$ cat src/rtl/pic_pkg.sv
package pic_pkg;
  typedef enum logic [2:0] {
    CFG_UNINIT,
    CFG_WAIT_BASE,
    CFG_WAIT_CASC,
    CFG_WAIT_MODE,
    CFG_READY
  } cfg_state_e;

  typedef enum logic {
    ACK_IDLE,
    ACK_WAIT_VEC
  } ack_state_e;

  localparam int unsigned INIT_BIT  = 4;
  localparam int unsigned CMD3_BIT  = 3;
  localparam logic [2:0]  EOI_SPEC  = 3'b011;
endpackage

$ cat src/rtl/pic_ffs.sv
module pic_ffs #(
  parameter int unsigned W  = 8,
  localparam int unsigned LW = $clog2(W)
) (
  input  logic [W-1:0]  vec_i,
  output logic          valid_o,
  output logic [LW-1:0] idx_o
);
  // lowest index wins
  always_comb begin
    valid_o = 1'b0;
    idx_o   = '0;
    for (int i = W - 1; i >= 0; i--) begin
      if (vec_i[i]) begin
        valid_o = 1'b1;
        idx_o   = LW'(i);
      end
    end
  end
endmodule

$ cat src/rtl/pic_irr.sv
module pic_irr #(
  parameter int unsigned W = 8
) (
  input  logic         clk_i,
  input  logic         rst_ni,
  input  logic         level_mode_i,
  input  logic [W-1:0] irq_i,
  input  logic [W-1:0] clr_i,
  output logic [W-1:0] irr_o
);
  logic [W-1:0] prev_q;
  logic [W-1:0] irr_q;

  always_ff @(posedge clk_i or negedge rst_ni) begin
    if (!rst_ni) begin
      prev_q <= '0;
      irr_q  <= '0;
    end else begin
      prev_q <= irq_i;
      if (level_mode_i) irr_q <= irq_i;
      else              irr_q <= irq_i & (irr_q | ~prev_q) & ~clr_i;
    end
  end

  assign irr_o = irr_q;

  AST_IRR_DROP: assert property (@(posedge clk_i) disable iff (!rst_ni)
    (!level_mode_i) |=> ((irr_q & ~$past(irq_i)) == '0));
endmodule

$ cat src/rtl/pic_cfg.sv
module pic_cfg
  import pic_pkg::*;
#(
  parameter int unsigned W      = 8,
  parameter int unsigned DATA_W = 8,
  localparam int unsigned LW    = $clog2(W)
) (
  input  logic              clk_i,
  input  logic              rst_ni,
  input  logic              wr_i,
  input  logic              addr_i,
  input  logic [DATA_W-1:0] wdata_i,
  output logic              ready_o,
  output logic              init_o,
  output logic              eoi_o,
  output logic [LW-1:0]     eoi_lvl_o,
  output logic [W-1:0]      mask_o,
  output logic [DATA_W-1:0] base_o,
  output logic [DATA_W-1:0] cascade_o,
  output logic              level_mode_o,
  output logic              aeoi_o,
  output logic              rd_isr_o
);
  cfg_state_e        st_q;
  logic [W-1:0]      mask_q;
  logic [DATA_W-1:0] base_q, casc_q;
  logic              ltim_q, single_q, need_mode_q, aeoi_q, rd_isr_q;
  logic              wr_even;

  assign wr_even   = wr_i & ~addr_i;
  assign init_o    = wr_even & wdata_i[INIT_BIT];
  assign ready_o   = (st_q == CFG_READY);
  assign eoi_o     = wr_even & ready_o & ~wdata_i[INIT_BIT] & ~wdata_i[CMD3_BIT]
                   & (wdata_i[7:5] == EOI_SPEC);
  assign eoi_lvl_o = wdata_i[LW-1:0];

  always_ff @(posedge clk_i or negedge rst_ni) begin
    if (!rst_ni) begin
      st_q        <= CFG_UNINIT;
      mask_q      <= '1;
      base_q      <= '0;
      casc_q      <= '0;
      ltim_q      <= 1'b0;
      single_q    <= 1'b0;
      need_mode_q <= 1'b0;
      aeoi_q      <= 1'b0;
      rd_isr_q    <= 1'b0;
    end else if (init_o) begin
      st_q        <= CFG_WAIT_BASE;
      mask_q      <= '0;
      casc_q      <= '0;
      aeoi_q      <= 1'b0;
      rd_isr_q    <= 1'b0;
      ltim_q      <= wdata_i[3];
      single_q    <= wdata_i[1];
      need_mode_q <= wdata_i[0];
    end else if (wr_i) begin
      unique case (st_q)
        CFG_WAIT_BASE: if (addr_i) begin
          base_q <= wdata_i;
          if (!single_q)        st_q <= CFG_WAIT_CASC;
          else if (need_mode_q) st_q <= CFG_WAIT_MODE;
          else                  st_q <= CFG_READY;
        end
        CFG_WAIT_CASC: if (addr_i) begin
          casc_q <= wdata_i;
          st_q   <= need_mode_q ? CFG_WAIT_MODE : CFG_READY;
        end
        CFG_WAIT_MODE: if (addr_i) begin
          aeoi_q <= wdata_i[1];
          st_q   <= CFG_READY;
        end
        CFG_READY: begin
          if (addr_i) mask_q <= wdata_i[W-1:0];
          else if (wdata_i[CMD3_BIT] && wdata_i[1]) rd_isr_q <= wdata_i[0];
        end
        default: ;
      endcase
    end
  end

  assign mask_o       = mask_q;
  assign base_o       = base_q;
  assign cascade_o    = casc_q;
  assign level_mode_o = ltim_q;
  assign aeoi_o       = aeoi_q;
  assign rd_isr_o     = rd_isr_q;

  AST_INIT_UNMASKS: assert property (@(posedge clk_i) disable iff (!rst_ni)
    init_o |=> (mask_q == '0 && !rd_isr_q && !ready_o));
endmodule

$ cat src/rtl/pic_ack.sv
module pic_ack
  import pic_pkg::*;
#(
  parameter int unsigned W      = 8,
  parameter int unsigned DATA_W = 8,
  localparam int unsigned LW    = $clog2(W)
) (
  input  logic              clk_i,
  input  logic              rst_ni,
  input  logic              inta_i,
  input  logic              ready_i,
  input  logic              init_i,
  input  logic              pend_i,
  input  logic [LW-1:0]     pend_lvl_i,
  input  logic              eoi_i,
  input  logic [LW-1:0]     eoi_lvl_i,
  input  logic              aeoi_i,
  input  logic [DATA_W-1:0] base_i,
  output logic [W-1:0]      isr_o,
  output logic [W-1:0]      irr_clr_o,
  output logic              busy_o,
  output logic [DATA_W-1:0] vec_o,
  output logic              vec_valid_o
);
  ack_state_e        st_q;
  logic [LW-1:0]     lvl_q;
  logic              spur_q;
  logic [W-1:0]      isr_q, isr_n;
  logic [DATA_W-1:0] vec_q;
  logic              vec_valid_q;
  logic              ack1, ack2;

  assign ack1      = inta_i & ready_i & (st_q == ACK_IDLE);
  assign ack2      = inta_i & (st_q == ACK_WAIT_VEC);
  assign irr_clr_o = (ack1 && pend_i) ? (W'(1) << pend_lvl_i) : '0;
  assign busy_o    = (st_q == ACK_WAIT_VEC);

  always_comb begin
    isr_n = isr_q;
    if (ack1 && pend_i) isr_n[pend_lvl_i] = 1'b1;
    if (ack2 && aeoi_i && !spur_q) isr_n[lvl_q] = 1'b0;
    if (eoi_i) isr_n[eoi_lvl_i] = 1'b0;
    if (init_i) isr_n = '0;
  end

  always_ff @(posedge clk_i or negedge rst_ni) begin
    if (!rst_ni) begin
      st_q        <= ACK_IDLE;
      lvl_q       <= '0;
      spur_q      <= 1'b0;
      isr_q       <= '0;
      vec_q       <= '0;
      vec_valid_q <= 1'b0;
    end else begin
      isr_q       <= isr_n;
      vec_valid_q <= ack2;
      if (ack2) vec_q <= base_i + DATA_W'(lvl_q);
      if (init_i) begin
        st_q <= ACK_IDLE;
      end else if (ack1) begin
        st_q   <= ACK_WAIT_VEC;
        spur_q <= ~pend_i;
        lvl_q  <= pend_i ? pend_lvl_i : LW'(W - 1);  // lost request: lowest line
      end else if (ack2) begin
        st_q <= ACK_IDLE;
      end
    end
  end

  assign isr_o       = isr_q;
  assign vec_o       = vec_q;
  assign vec_valid_o = vec_valid_q;

  AST_EOI_CLEARS: assert property (@(posedge clk_i) disable iff (!rst_ni)
    eoi_i |=> !isr_q[$past(eoi_lvl_i)]);
  AST_SPUR_KEEPS_ISR: assert property (@(posedge clk_i) disable iff (!rst_ni)
    (inta_i && ready_i && st_q == ACK_IDLE && !pend_i && !eoi_i && !init_i) |=> $stable(isr_q));
  AST_AEOI_CLEARS: assert property (@(posedge clk_i) disable iff (!rst_ni)
    (inta_i && busy_o && aeoi_i && !spur_q) |=> !isr_q[$past(lvl_q)]);
  AST_VEC_ONE_CYCLE: assert property (@(posedge clk_i) disable iff (!rst_ni)
    vec_valid_o |=> !vec_valid_o);
endmodule

$ cat src/rtl/prio_irq_ctrl.sv
module prio_irq_ctrl #(
  parameter int unsigned NUM_IRQ = 8,
  parameter int unsigned DATA_W  = 8,
  localparam int unsigned LW     = $clog2(NUM_IRQ)
) (
  input  logic               clk_i,
  input  logic               rst_ni,
  input  logic               wr_i,
  input  logic               addr_i,
  input  logic [DATA_W-1:0]  wdata_i,
  output logic [DATA_W-1:0]  rdata_o,
  input  logic [NUM_IRQ-1:0] irq_i,
  output logic               int_o,
  input  logic               inta_i,
  output logic [DATA_W-1:0]  vec_o,
  output logic               vec_valid_o,
  output logic [DATA_W-1:0]  cascade_o
);
  logic               ready, init, eoi, level_mode, aeoi, rd_isr, busy;
  logic [LW-1:0]      eoi_lvl, req_lvl, isr_lvl;
  logic [NUM_IRQ-1:0] mask, irr, isr, irr_clr, req_vec;
  logic [DATA_W-1:0]  base;
  logic               req_valid, isr_valid, pend;

  pic_cfg #(.W(NUM_IRQ), .DATA_W(DATA_W)) u_cfg (
    .clk_i, .rst_ni, .wr_i, .addr_i, .wdata_i,
    .ready_o(ready), .init_o(init), .eoi_o(eoi), .eoi_lvl_o(eoi_lvl),
    .mask_o(mask), .base_o(base), .cascade_o(cascade_o),
    .level_mode_o(level_mode), .aeoi_o(aeoi), .rd_isr_o(rd_isr)
  );

  pic_irr #(.W(NUM_IRQ)) u_irr (
    .clk_i, .rst_ni, .level_mode_i(level_mode), .irq_i,
    .clr_i(irr_clr), .irr_o(irr)
  );

  assign req_vec = irr & ~mask;

  pic_ffs #(.W(NUM_IRQ)) u_ffs_req (.vec_i(req_vec), .valid_o(req_valid), .idx_o(req_lvl));
  pic_ffs #(.W(NUM_IRQ)) u_ffs_isr (.vec_i(isr),     .valid_o(isr_valid), .idx_o(isr_lvl));

  assign pend = req_valid & (~isr_valid | (req_lvl < isr_lvl));

  pic_ack #(.W(NUM_IRQ), .DATA_W(DATA_W)) u_ack (
    .clk_i, .rst_ni, .inta_i, .ready_i(ready), .init_i(init),
    .pend_i(pend), .pend_lvl_i(req_lvl), .eoi_i(eoi), .eoi_lvl_i(eoi_lvl),
    .aeoi_i(aeoi), .base_i(base), .isr_o(isr), .irr_clr_o(irr_clr),
    .busy_o(busy), .vec_o, .vec_valid_o
  );

  assign int_o   = ready & pend & ~busy;
  assign rdata_o = addr_i ? DATA_W'(mask) : (rd_isr ? DATA_W'(isr) : DATA_W'(irr));

  AST_INT_HAS_SOURCE: assert property (@(posedge clk_i) disable iff (!rst_ni)
    int_o |-> (|(irr & ~mask)));
  AST_INT_NEEDS_READY: assert property (@(posedge clk_i) disable iff (!rst_ni)
    int_o |-> ready);
endmodule

$ cat config.mk
export PLATFORM = sky130hd
export DESIGN_NAME = prio_irq_ctrl
export DESIGN_NICKNAME = d
export VERILOG_FILES = /design/src/rtl/pic_pkg.sv /design/src/rtl/pic_ffs.sv /design/src/rtl/pic_irr.sv /design/src/rtl/pic_cfg.sv /design/src/rtl/pic_ack.sv /design/src/rtl/prio_irq_ctrl.sv
export SDC_FILE = /design/constraint.sdc
export NUM_CORES = 1
export LEC_CHECK = 0
export ABC_AREA = 1
export CAP_MARGIN = 15
export CORE_MARGIN = 1.5
export CORE_UTILIZATION = 60
export DETAILED_ROUTE_END_ITERATION = 10
export DONT_BUFFER_PORTS = 1
export PLACE_DENSITY = 0.87
export SETUP_SLACK_MARGIN = 0.1
export SYNTH_ARGS = -nofsm -noshare
export SYNTH_HDL_FRONTEND = slang
export SYNTH_HIERARCHICAL = 1
export SYNTH_SLANG_ARGS = --single-unit
$ cat constraint.sdc
create_clock -name clk_i -period 6.9 [get_ports clk_i]
set_clock_uncertainty 0.05 [all_clocks]
set_input_delay 0.69 -clock clk_i [delete_from_list [all_inputs] [get_ports clk_i]]
set_output_delay 0.69 -clock clk_i [all_outputs]
set_load 0.05 [all_outputs]
==> impl_results.md, run 1 <==
* Outcome: complete, no violations
* Setup TNS at 0 ns
* Post-CTS Setup Inserts at 0
* DR iter-0 viols at 303
* Slowest-stage cell, CP: nor2_1
* First-pass GRT wire length at 15.3 mm
* Area of the die at 0.00704 mm²
* Reg clk slew, reported paths at 0.07 ns
* Clock buffer depth at 2
* Net Count, Synth at 543
* Final Setup Violations at 0
* Final min period at 3.76 ns
* Reg2reg start: u_cfg/mask_o[1]$_DFFE_PN1P_
* Synth Warn # at 6
* Critical Path RT at 6.16 ns
* Clock network fraction of total power at 23.7%
* Post-CTS resize count at 0
* Total Routing Usage GR at 27.5%
* Global placement routability congestion at 0.930
* Core Area at 0.00635 mm²
* Share of cells above drive strength 1 at 9.63%
* Power density over cell area at 370 mW/mm²
* Reg2reg setup slack at 3.89 ns
* Drt pass-1 iters at 5
* Endpoint class of the critical path: primary output
* Post-synth EDFFs at 0
* GR Util met3 at 8.41%
* Number of synthesized register bits at 70
* Antenna diode count at 0
* Slowest stage delay, CP at 0.67 ns
* Die height at 83.9 µm
* Max-slew headroom at 40.8%
* Cts bufs inserted at 9
* Crit-path max FO at 9
* Number of global-route vias before repair at 3,317
* Initial core utilization at 61.9%
* Tightest Pin Transition at 0.885 ns
* Critical Path Start Type: flip-flop
* Final wirelength at 8.87 mm
* GR Util met1 at 36.9%
* Most frequent cells in the layout: nand2_1, inv_1, dfrtp_1
* Max Cap Viol at 0
* Post-layout util at 65.5%
* Vias at 3,423
* Comb pwr share at 27.2%
* H-tree Lvls at 3
* HP Class: in -> async
* TritonCTS clock tree: built
* Synth Instances at 516
* Tcrit/Tclk final at 54.4%
* Psw at 668 µW
* Via density at 5.74
* Crit-path cells: nor2_1 > inv_1 > nand4_1 > nor2_1 > ha_1 > a21oi_1 > nand2_1 > nand2_1 > nand2_1 > nor2_1
* Asr flop ratio synth at 100%
* Seq/Total Area, Yosys at 44.8%
* Worst setup startpoint: u_cfg/mask_o[1]$_DFFE_PN1P_
* Post-DR wirelength/cell at 14.9 µm
* Worst-skew pair later-pin latency at 0.35 ns
* RSZ-0062 raised after global routing: no
* Clk root buf: clkbuf_8
* Switching Fraction at 43.4%
* Met2 layer usage reported by global route at 41.7%
* PortBufs at 0
* Die Wd at 83.9 µm
* # rows at 29
* Most common cell after layout, fill and taps aside: nand2_1
* Final hold violations at 0
* Cell Area, Synth at 0.00393 mm²
* Leak at 2.13 nW
* Synth Flop Type: dfrtp_1
* Pin count of the biggest net entering global routing at 63
* GR peak layer: met2
* Critical path type: reg -> out
* Worst EP arrival at 3.02 ns
* Pins Over Slew Limit at 0
* Layout area overhead at 5.80%
* Ports at 47
* Grt ovf at 0
* Flop pwr share at 49.2%
* Internal power at 870 µW
* Synth cell types at 36
* Maximum operating frequency at 266 MHz
* Initial antenna violation count at 0
* Final HPWL DP at 6.41 mm
* # DRC at 0
* # nets final at 541
* Clk sink count at 70
* Post-Syn Area per Cell at 7.61 µm²
* VDD IR max at 214 µV
* Final ANT Viol Nets at 0
==> cells in the mapped netlist, types with 2 or more instances <==
| library cell | instances | area [µm²] |
|---|---|---|
| nand2_1 | 140 | 526 |
| inv_1 | 82 | 308 |
| dfrtp_1 | 62 | 1550 |
| nor2_1 | 43 | 161 |
| nand3_1 | 40 | 200 |
| o21ai_0 | 22 | 110 |
| a21oi_1 | 20 | 100 |
| nand4_1 | 20 | 125 |
| dfstp_2 | 8 | 210 |
| o21a_1 | 8 | 60.1 |
| inv_2 | 6 | 22.5 |
| o21ai_1 | 6 | 30.0 |
| buf_2 | 5 | 25.0 |
| buf_6 | 5 | 56.3 |
| ha_1 | 5 | 62.6 |
| o211ai_1 | 5 | 37.5 |
| a31oi_1 | 4 | 25.0 |
| nor3_1 | 4 | 20.0 |
| buf_4 | 3 | 22.5 |
| nand2_2 | 3 | 18.8 |
| nor2_2 | 3 | 18.8 |
| o211ai_2 | 3 | 37.5 |
| a22oi_1 | 2 | 15.0 |
| nand3_2 | 2 | 20.0 |
| nor3_2 | 2 | 20.0 |
| o21ai_2 | 2 | 17.5 |
| or2_1 | 2 | 12.5 |
==> routing by layer <==
layer / wire, µm / vias to the layer above
met2: 4070 / 151
met4: 273 / 0
met1: 3810 / 1593
met3: 716 / 30
li1: - / 1649
met5: 0 / -
==> power by group through the flow <==
stage               sequential (mW)  combinational (mW)  clock [mW]
detailed placement            0.761               0.401           0
global placement              0.756               0.381           0
floorplan                     0.715               0.373           0
CTS                           0.754               0.415       0.367
global route                  0.773               0.477       0.388
finish                        0.756               0.418       0.364
==> area by class of cell <==
class | instances | area (µm²)
Fill cell | 503 | 2190
Sequential cell | 70 | 1760
Multi-Input combinational cell | 343 | 1710
Inverter | 89 | 334
Clock buffer | 10 | 138
Tap cell | 77 | 96.3
Clock inverter | 6 | 85.1
Timing Repair Buffer | 1 | 27.5
==> worst max-delay path, delay by kind of cell, from the launching register on <==
family	cells	cell delay, ns
AOI/OAI and AO/OA	1	0.15
adders and majority gates	1	0.36
buffers and inverters	1	0.09
DFF	1	0.54
and+or+nand+nor	7	1.53
==> kinds of logic after synthesis <==
family,after synthesis,share of synthesized area [%]
simple gates,263,30.1
compound gates,73,11.2
xor+xnor,1,0.223
flops,70,44.8
buf+inv,103,11.5
fa+ha+maj,6,2.10
==> repair_timing <==
action / in CTS / in global routing
hold endpoints to repair: 62 / 0
setup endpoints to repair: 0 / 0
hold buffers: 1 / 0
==> sequential cells by signal, summed over array words and instances (netlist names) <==
name / flops
u_ack/vec_o: 8
u_cfg/single_q: 1
u_irr/irr_o: 8
u_cfg/base_o: 8
u_cfg/mask_o: 8
u_cfg/rd_isr_o: 1
u_cfg/cascade_o: 8
u_ack/vec_valid_o: 1
u_cfg/st_q: 3
u_ack/isr_o: 8
u_ack/busy_o: 1
u_cfg/level_mode_o: 1
u_cfg/aeoi_o: 1
u_ack/lvl_q: 3
u_ack/spur_q: 1
u_cfg/need_mode_q: 1
u_irr/prev_q: 8
==> path summary, 6_finish.rpt <==
| path | cells past startpoint | end |
|---|---|---|
| max | 10 | int_o |
| min | 0 | u_cfg/mask_o[5]$_DFFE_PN1P_ |
| max reg2reg | 17 | u_irr/irr_o[7]$_DFF_PN0_ |
| min reg2reg | 2 | u_cfg/mask_o[3]$_DFFE_PN1P_ |
| max in group asynchronous | 1 | u_irr/prev_q[3]$_DFF_PN0_ |
| min in group clk_i | 0 | u_irr/prev_q[6]$_DFF_PN0_ |
==> stage by stage <==
stage	area (µm²)	hold slack, ns	worst slack [ns]	cells	total power, mW
finish	4160	0.129	3.14	596	1.54
global route	4160	0.107	2.91	596	1.64
CTS	4160	0.126	3.17	596	1.54
detailed placement	3910	0.346	3.55	579	1.16
global placement	3910	0.346	3.64	579	1.14
floorplan	3930	0.344	3.93	516	1.09
Power figures use the tool's default switching activity.
==> run 2, diff against run 1 <==
CORE_UTILIZATION = 57   (was 60)
PLACE_DENSITY = 0.86   (was 0.87)
clock period = 3.1 ns   (was 6.9 ns; I/O delays follow)
==> run 2 against run 1 <==
Total power up 120%; flip-flop and latch count did not move; critical path depth is 1 higher; final area increased by 2.3%; clock power up 77%; combinational power up 140%; largest power group unchanged; clock-buffer cell count is the same.
==> impl_results.md, run 2 (synthesis gave the netlist of run 1 again) <==
* Outcome: complete, no violations
* Critical path type: reg -> out
* Final HPWL DP at 6.68 mm (+4.2%)
* Drt pass-1 iters at 6 (+1)
* Cts bufs inserted at 9 (unchanged)
* Total Routing Usage GR at 26.9% (-0.53 points)
* Vias at 3,557 (+3.9%)
* Clock buffer depth at 2 (unchanged)
* # rows at 30 (+3.4%)
* Grt ovf at 0 (unchanged)
* Worst EP arrival at 2.54 ns (-0.48 ns)
* Power density over cell area at 780 mW/mm² (+110%)
* TritonCTS clock tree: built
* Layout area overhead at 8.22%
* Internal power at 1.79 mW (+110%)
* Fin worst setup slack at 0.198 ns (-2.95 ns)
* PortBufs at 0 (unchanged)
* Reg clk slew, reported paths at 0.07 ns (about the same)
* Tightest Pin Transition at 0.615 ns (-0.270 ns)
* Clk sink count at 70 (unchanged)
* Post-DR wirelength/cell at 15.4 µm (+3.1%)
* Clk root buf: clkbuf_8
* Most frequent cells in the layout: nand2_1, inv_1, dfrtp_1
* Comb pwr share at 29.8% (+2.6 points)
* Max Cap Viol at 0 (unchanged)
* Ports at 47 (unchanged)
* Multi-input gate area at 0.00174 mm² (+1.3%)
* H-tree Lvls at 3 (unchanged)
* Final min period at 2.90 ns
* Core Area at 0.00672 mm² (+5.8%)
* Initial core utilization at 58.5% (-3.4 points)
* DR iter-0 viols at 421 (+39%)
* Area of the die at 0.00740 mm² (+5.1%)
* Antenna diode count at 0 (unchanged)
* # DRC at 0 (unchanged)
* Global placement routability congestion at 0.950 (+2.2%)
* Number of global-route vias before repair at 3,411 (+2.8%)
* Worst-skew pair later-pin latency at 0.34 ns (about the same)
* Final ANT Viol Nets at 0 (unchanged)
* Tcrit/Tclk final at 93.6%
* Initial antenna violation count at 0 (unchanged)
* Max-slew headroom at 59.0% (+18 points)
* # nets final at 553 (+2.2%)
* Post-layout util at 63.3% (-2.2 points)
* Dpl ws at 0.256 ns (-3.29 ns)
* Pins Over Slew Limit at 0 (unchanged)
* Flop pwr share at 50.8% (+1.6 points)
* Most common cell after layout, fill and taps aside: nand2_1
* Critical Path Start Type: flip-flop
* Setup TNS at 0 ns (unchanged)
* Critical Path RT at 2.74 ns (-3.42 ns)
* Sequential cell area at 0.00176 mm² (unchanged)
* Die height at 86.0 µm (+2.5%)
* Leak at 2.16 nW (+1.4%)
* Endpoint class of the critical path: primary output
* Via density at 5.82 (+1.4%)
* Share of cells above drive strength 1 at 10.5% (+0.91 points)
* Maximum operating frequency at 345 MHz
* VDD IR max at 420 µV (+97%)
* Final Setup Violations at 0 (unchanged)
* First-pass GRT wire length at 15.7 mm (+2.6%)
* RSZ-0062 raised after global routing: no
* Die Wd at 86.0 µm (+2.5%)
* Final wirelength at 9.38 mm (+5.7%)
* Switching Fraction at 46.0% (+2.5 points)
* Pin count of the biggest net entering global routing at 71 (+13%)
* FILL cells at 553 (+9.9%)
* Crit-path max FO at 9 (unchanged)
* Psw at 1.52 mW (+130%)
* Final hold violations at 0 (unchanged)
* Pwr Total at 3.32 mW (+120%)
* HP Class: in -> reg
* Clock network fraction of total power at 19.4% (-4.3 points)
-- run 2: metal layers --
layer  up-vias  routed length (µm)  track usage (%)
li1       1662                   -                -
met1      1666                3870             35.4
met3        39                 836             5.10
met4         0                 301             12.6
met5         -                   0                0
met2       190                4370             43.3
-- run 2: cell type report --
class	instances	share of cell area [%]
clock inverter	6	0.883
inverter	89	7.86
sequential	70	41.4
tap	80	2.35
multi-input combinational	343	40.8
clock buffer	10	3.24
timing repair buffer	13	3.38
-- run 2: final timing paths --
path / from / to / slack [ns] / cells past startpoint
max in group asynchronous: rst_ni / u_cfg/mask_o[6]$_DFFE_PN1P_ / 2.20 / 2
max: u_cfg/mask_o[7]$_DFFE_PN1P_ / int_o / 0.20 / 11
min: irq_i[6] / u_irr/irr_o[6]$_DFF_PN0_ / 0.01 / 2
max reg2reg: u_cfg/mask_o[7]$_DFFE_PN1P_ / u_irr/irr_o[7]$_DFF_PN0_ / 0.31 / 17
min reg2reg: u_cfg/mask_o[0]$_DFFE_PN1P_ / u_cfg/mask_o[0]$_DFFE_PN1P_ / 0.44 / 2
min in group asynchronous: rst_ni / u_irr/irr_o[3]$_DFF_PN0_ / 0.44 / 2
-- run 2: timing repair --
action                                  in CTS  in global routing
endpoints found under the hold margin       78                  0
setup buffers                                0                  1
hold buffers                                10                  0
endpoints found under the setup margin       1                  1
pin swaps                                    0                  1
gates cloned                                 0                  0
gates resized for setup                      1                  5
-- run 2: stage by stage --
stage | hold WS, ns | cell area [µm²] | std cells
2_1_floorplan | -0.0356 | 3930 | 516
3_3_place_gp | -0.0345 | 3930 | 584
6_report | 0.0132 | 4250 | 611
3_5_place_dp | -0.0349 | 3930 | 584
5_1_grt | 0.00801 | 4250 | 611
4_1_cts | 0.0000175 | 4220 | 610
-- run 2: power by group through the flow --
stage	clock, mW	sequential, mW	combinational [mW]
floorplan	0	1.59	0.830
global placement	0	1.69	0.861
detailed placement	0	1.70	0.919
CTS	0.655	1.68	0.963
global route	0.694	1.72	1.13
finish	0.643	1.69	0.988
-- run 2: worst max-delay path, stage by stage (launching register included) --
cell and delay, ns:
dfstp_2 0.55, nor2_1 0.06, or2_1 0.27, nor3_4 0.23, nor2_4 0.09, ha_1 0.32
a21oi_1 0.15, nand2_1 0.07, nand2_1 0.08, nand2_1 0.10, nor2_2 0.12, buf_6 0.17
==> run 3, diff against run 2 <==
CORE_UTILIZATION = 42   (was 57)
PLACE_DENSITY = 0.7   (was 0.86)
==> run 3 against run 2 <==
Flip-flop and latch count unchanged; hold slack got worse by 0.00067 ns; first-iteration DRC count shrank 39%; clock power up 33%; sequential share of layout area shrank 0.67 points; critical path type unchanged; critical endpoint unchanged.
==> impl_results.md, run 3 (synthesis gave the netlist of run 1 again) <==
* Total Routing Usage GR at 20.3% (-6.7 points)
* Multi-input gate area at 0.00171 mm² (-1.3%)
* Most common cell after layout, fill and taps aside: nand2_1
* Vias at 3,374 (-5.1%)
* Die height at 99.7 µm (+16%)
* Outcome: complete, no violations
* Layout area overhead at 10.0%
* Global placement routability congestion at 0.921 (-3.1%)
* Pins Over Slew Limit at 0 (unchanged)
* Max-slew headroom at 56.7% (-2.3 points)
* Endpoint class of the critical path: primary output
* Drt pass-1 iters at 5 (-1)
* Initial antenna violation count at 0 (unchanged)
* PortBufs at 0 (unchanged)
* Crit-path max FO at 3 (-6)
* VDD IR max at 468 µV (+11%)
* Worst-skew pair later-pin latency at 0.35 ns (about the same)
* Final HPWL DP at 6.85 mm (+2.5%)
* Tcrit/Tclk final at 90.0% (-3.6 points)
* Post-DR wirelength/cell at 14.9 µm (-3.2%)
* Setup TNS at 0 ns (unchanged)
* H-tree Lvls at 3 (unchanged)
* Tightest Pin Transition at 0.649 ns (+0.0339 ns)
* Placed Area at 0.00397 mm² (+1.2%)
* HP Class: in -> reg
* Power density over cell area at 808 mW/mm² (+3.5%)
* Grt ovf at 0 (unchanged)
* Max Cap Viol at 0 (unchanged)
* RSZ-0062 raised after global routing: no
* Pwr Total at 3.49 mW (+5.2%)
* # rows at 35 (+17%)
* FILL cells at 888 (+61%)
* Final Setup Violations at 0 (unchanged)
* Leak at 2.19 nW (+1.4%)
* Share of cells above drive strength 1 at 9.98% (-0.56 points)
* TritonCTS clock tree: built
* # nets final at 553 (unchanged)
* Core Area at 0.00915 mm² (+36%)
* Most frequent cells in the layout: nand2_1, inv_1, dfrtp_1
* Pin count of the biggest net entering global routing at 71 (unchanged)
* Clk root buf: clkbuf_8
* Worst EP arrival at 2.43 ns (-0.11 ns)
* Final hold violations at 0 (unchanged)
* Cell area after layout at 0.00432 mm² (+1.6%)
* Final ANT Viol Nets at 0 (unchanged)
* Ports at 47 (unchanged)
* Number of global-route vias before repair at 3,171 (-7.0%)
* Clock buffer depth at 2 (unchanged)
* Critical Path RT at 2.74 ns (about the same)
* Final min period at 2.79 ns (-0.112 ns)
* Reg clk slew, reported paths at 0.07 ns (about the same)
* Maximum operating frequency at 358 MHz (+4.0%)
* Sequential cell area at 0.00176 mm² (unchanged)
* Final wirelength at 9.54 mm (+1.7%)
* Area of the die at 0.00994 mm² (+34%)
* DR iter-0 viols at 256 (-39%)
* Die Wd at 99.7 µm (+16%)
* First-pass GRT wire length at 15.7 mm (about the same)
* Initial core utilization at 42.9% (-16 points)
* # DRC at 0 (unchanged)
* Antenna diode count at 0 (unchanged)
* Clk sink count at 70 (unchanged)
* Critical Path Start Type: flip-flop
* Critical path type: reg -> out
* Cts bufs inserted at 9 (unchanged)
* Post-layout util at 47.2% (-16 points)
* Via density at 5.26 (-9.7%)
==> run 3: cell count changes in the layout (fill, tap and decap cells not counted), moves of 2 or more <==
| cell | delta |
|---|---|
| bufinv_16 | +2 |
| clkinv_2 | -2 |
| clkinvlp_4 | -2 |
| nor2_1 | +2 |
==> run 3: path summary, 6_finish.rpt <==
check	startpoint	end	slack, ns	depth (start not counted)
setup reg to reg	u_cfg/mask_o[7]$_DFFE_PN1P_	u_irr/irr_o[7]$_DFF_PN0_	0.47	17
min in group asynchronous	rst_ni	u_cfg/need_mode_q$_DFFE_PN0P_	0.45	2
hold / removal	irq_i[3]	u_irr/irr_o[3]$_DFF_PN0_	0.01	2
hold reg to reg	u_cfg/mask_o[2]$_DFFE_PN1P_	u_cfg/mask_o[2]$_DFFE_PN1P_	0.44	2
max in group asynchronous	rst_ni	u_cfg/mask_o[4]$_DFFE_PN1P_	2.22	2
setup / recovery	u_cfg/mask_o[7]$_DFFE_PN1P_	int_o	0.31	11
==> run 3: repair_timing <==
| item | in CTS | in global routing |
|---|---|---|
| buffers inserted | 0 | 0 |
| resized for setup | 0 | 0 |
| hold buffers | 10 | 0 |
| endpoints found under the hold margin | 83 | 0 |
==> run 3: area by class of cell <==
cell class | instances | area share, %
clock buffer | 11 | 3.50
sequential | 70 | 40.8
clock inverter | 5 | 1.88
timing repair buffer | 13 | 3.24
tap | 111 | 3.21
multi-input combinational | 343 | 39.7
inverter | 89 | 7.73
==> run 3: power by group <==
| group | total [mW] | internal [mW] | switching, mW |
|---|---|---|---|
| Combinational | 0.948 | 0.327 | 0.620 |
| Sequential | 1.69 | 1.15 | 0.536 |
| Clock | 0.856 | 0.497 | 0.359 |
| Total | 3.49 | 1.97 | 1.52 |
==> run 3: metrics by stage <==
step                      hold WS [ns]  std cells  setup WS, ns
after floorplan                -0.0356        516         0.511
after global routing            0.0173        642         0.119
after global placement         -0.0322        616         0.551
after CTS                     0.000693        642         0.293
after detailed placement       -0.0326        616         0.551
final                           0.0126        642         0.310
==> run 3: worst max-delay path: stages (launching register included) <==
cell and delay (ns):
dfstp_2 0.55, nor2_1 0.05, or2_1 0.25, nor3_2 0.13, nor2_1 0.08, ha_1 0.31, a21oi_1 0.15, nand2_1 0.07
nand2_1 0.06, nand2_1 0.06, nor2_1 0.14, buf_4 0.22
==> run 3: metal layers <==
layer | track usage, % | wire (µm) | vias to the layer above
met3 | 4.99 | 687 | 15
li1 | - | - | 1665
met5 | 0 | 0 | -
met1 | 27.9 | 4270 | 1594
met2 | 30.8 | 4410 | 100
met4 | 8.13 | 182 | 0
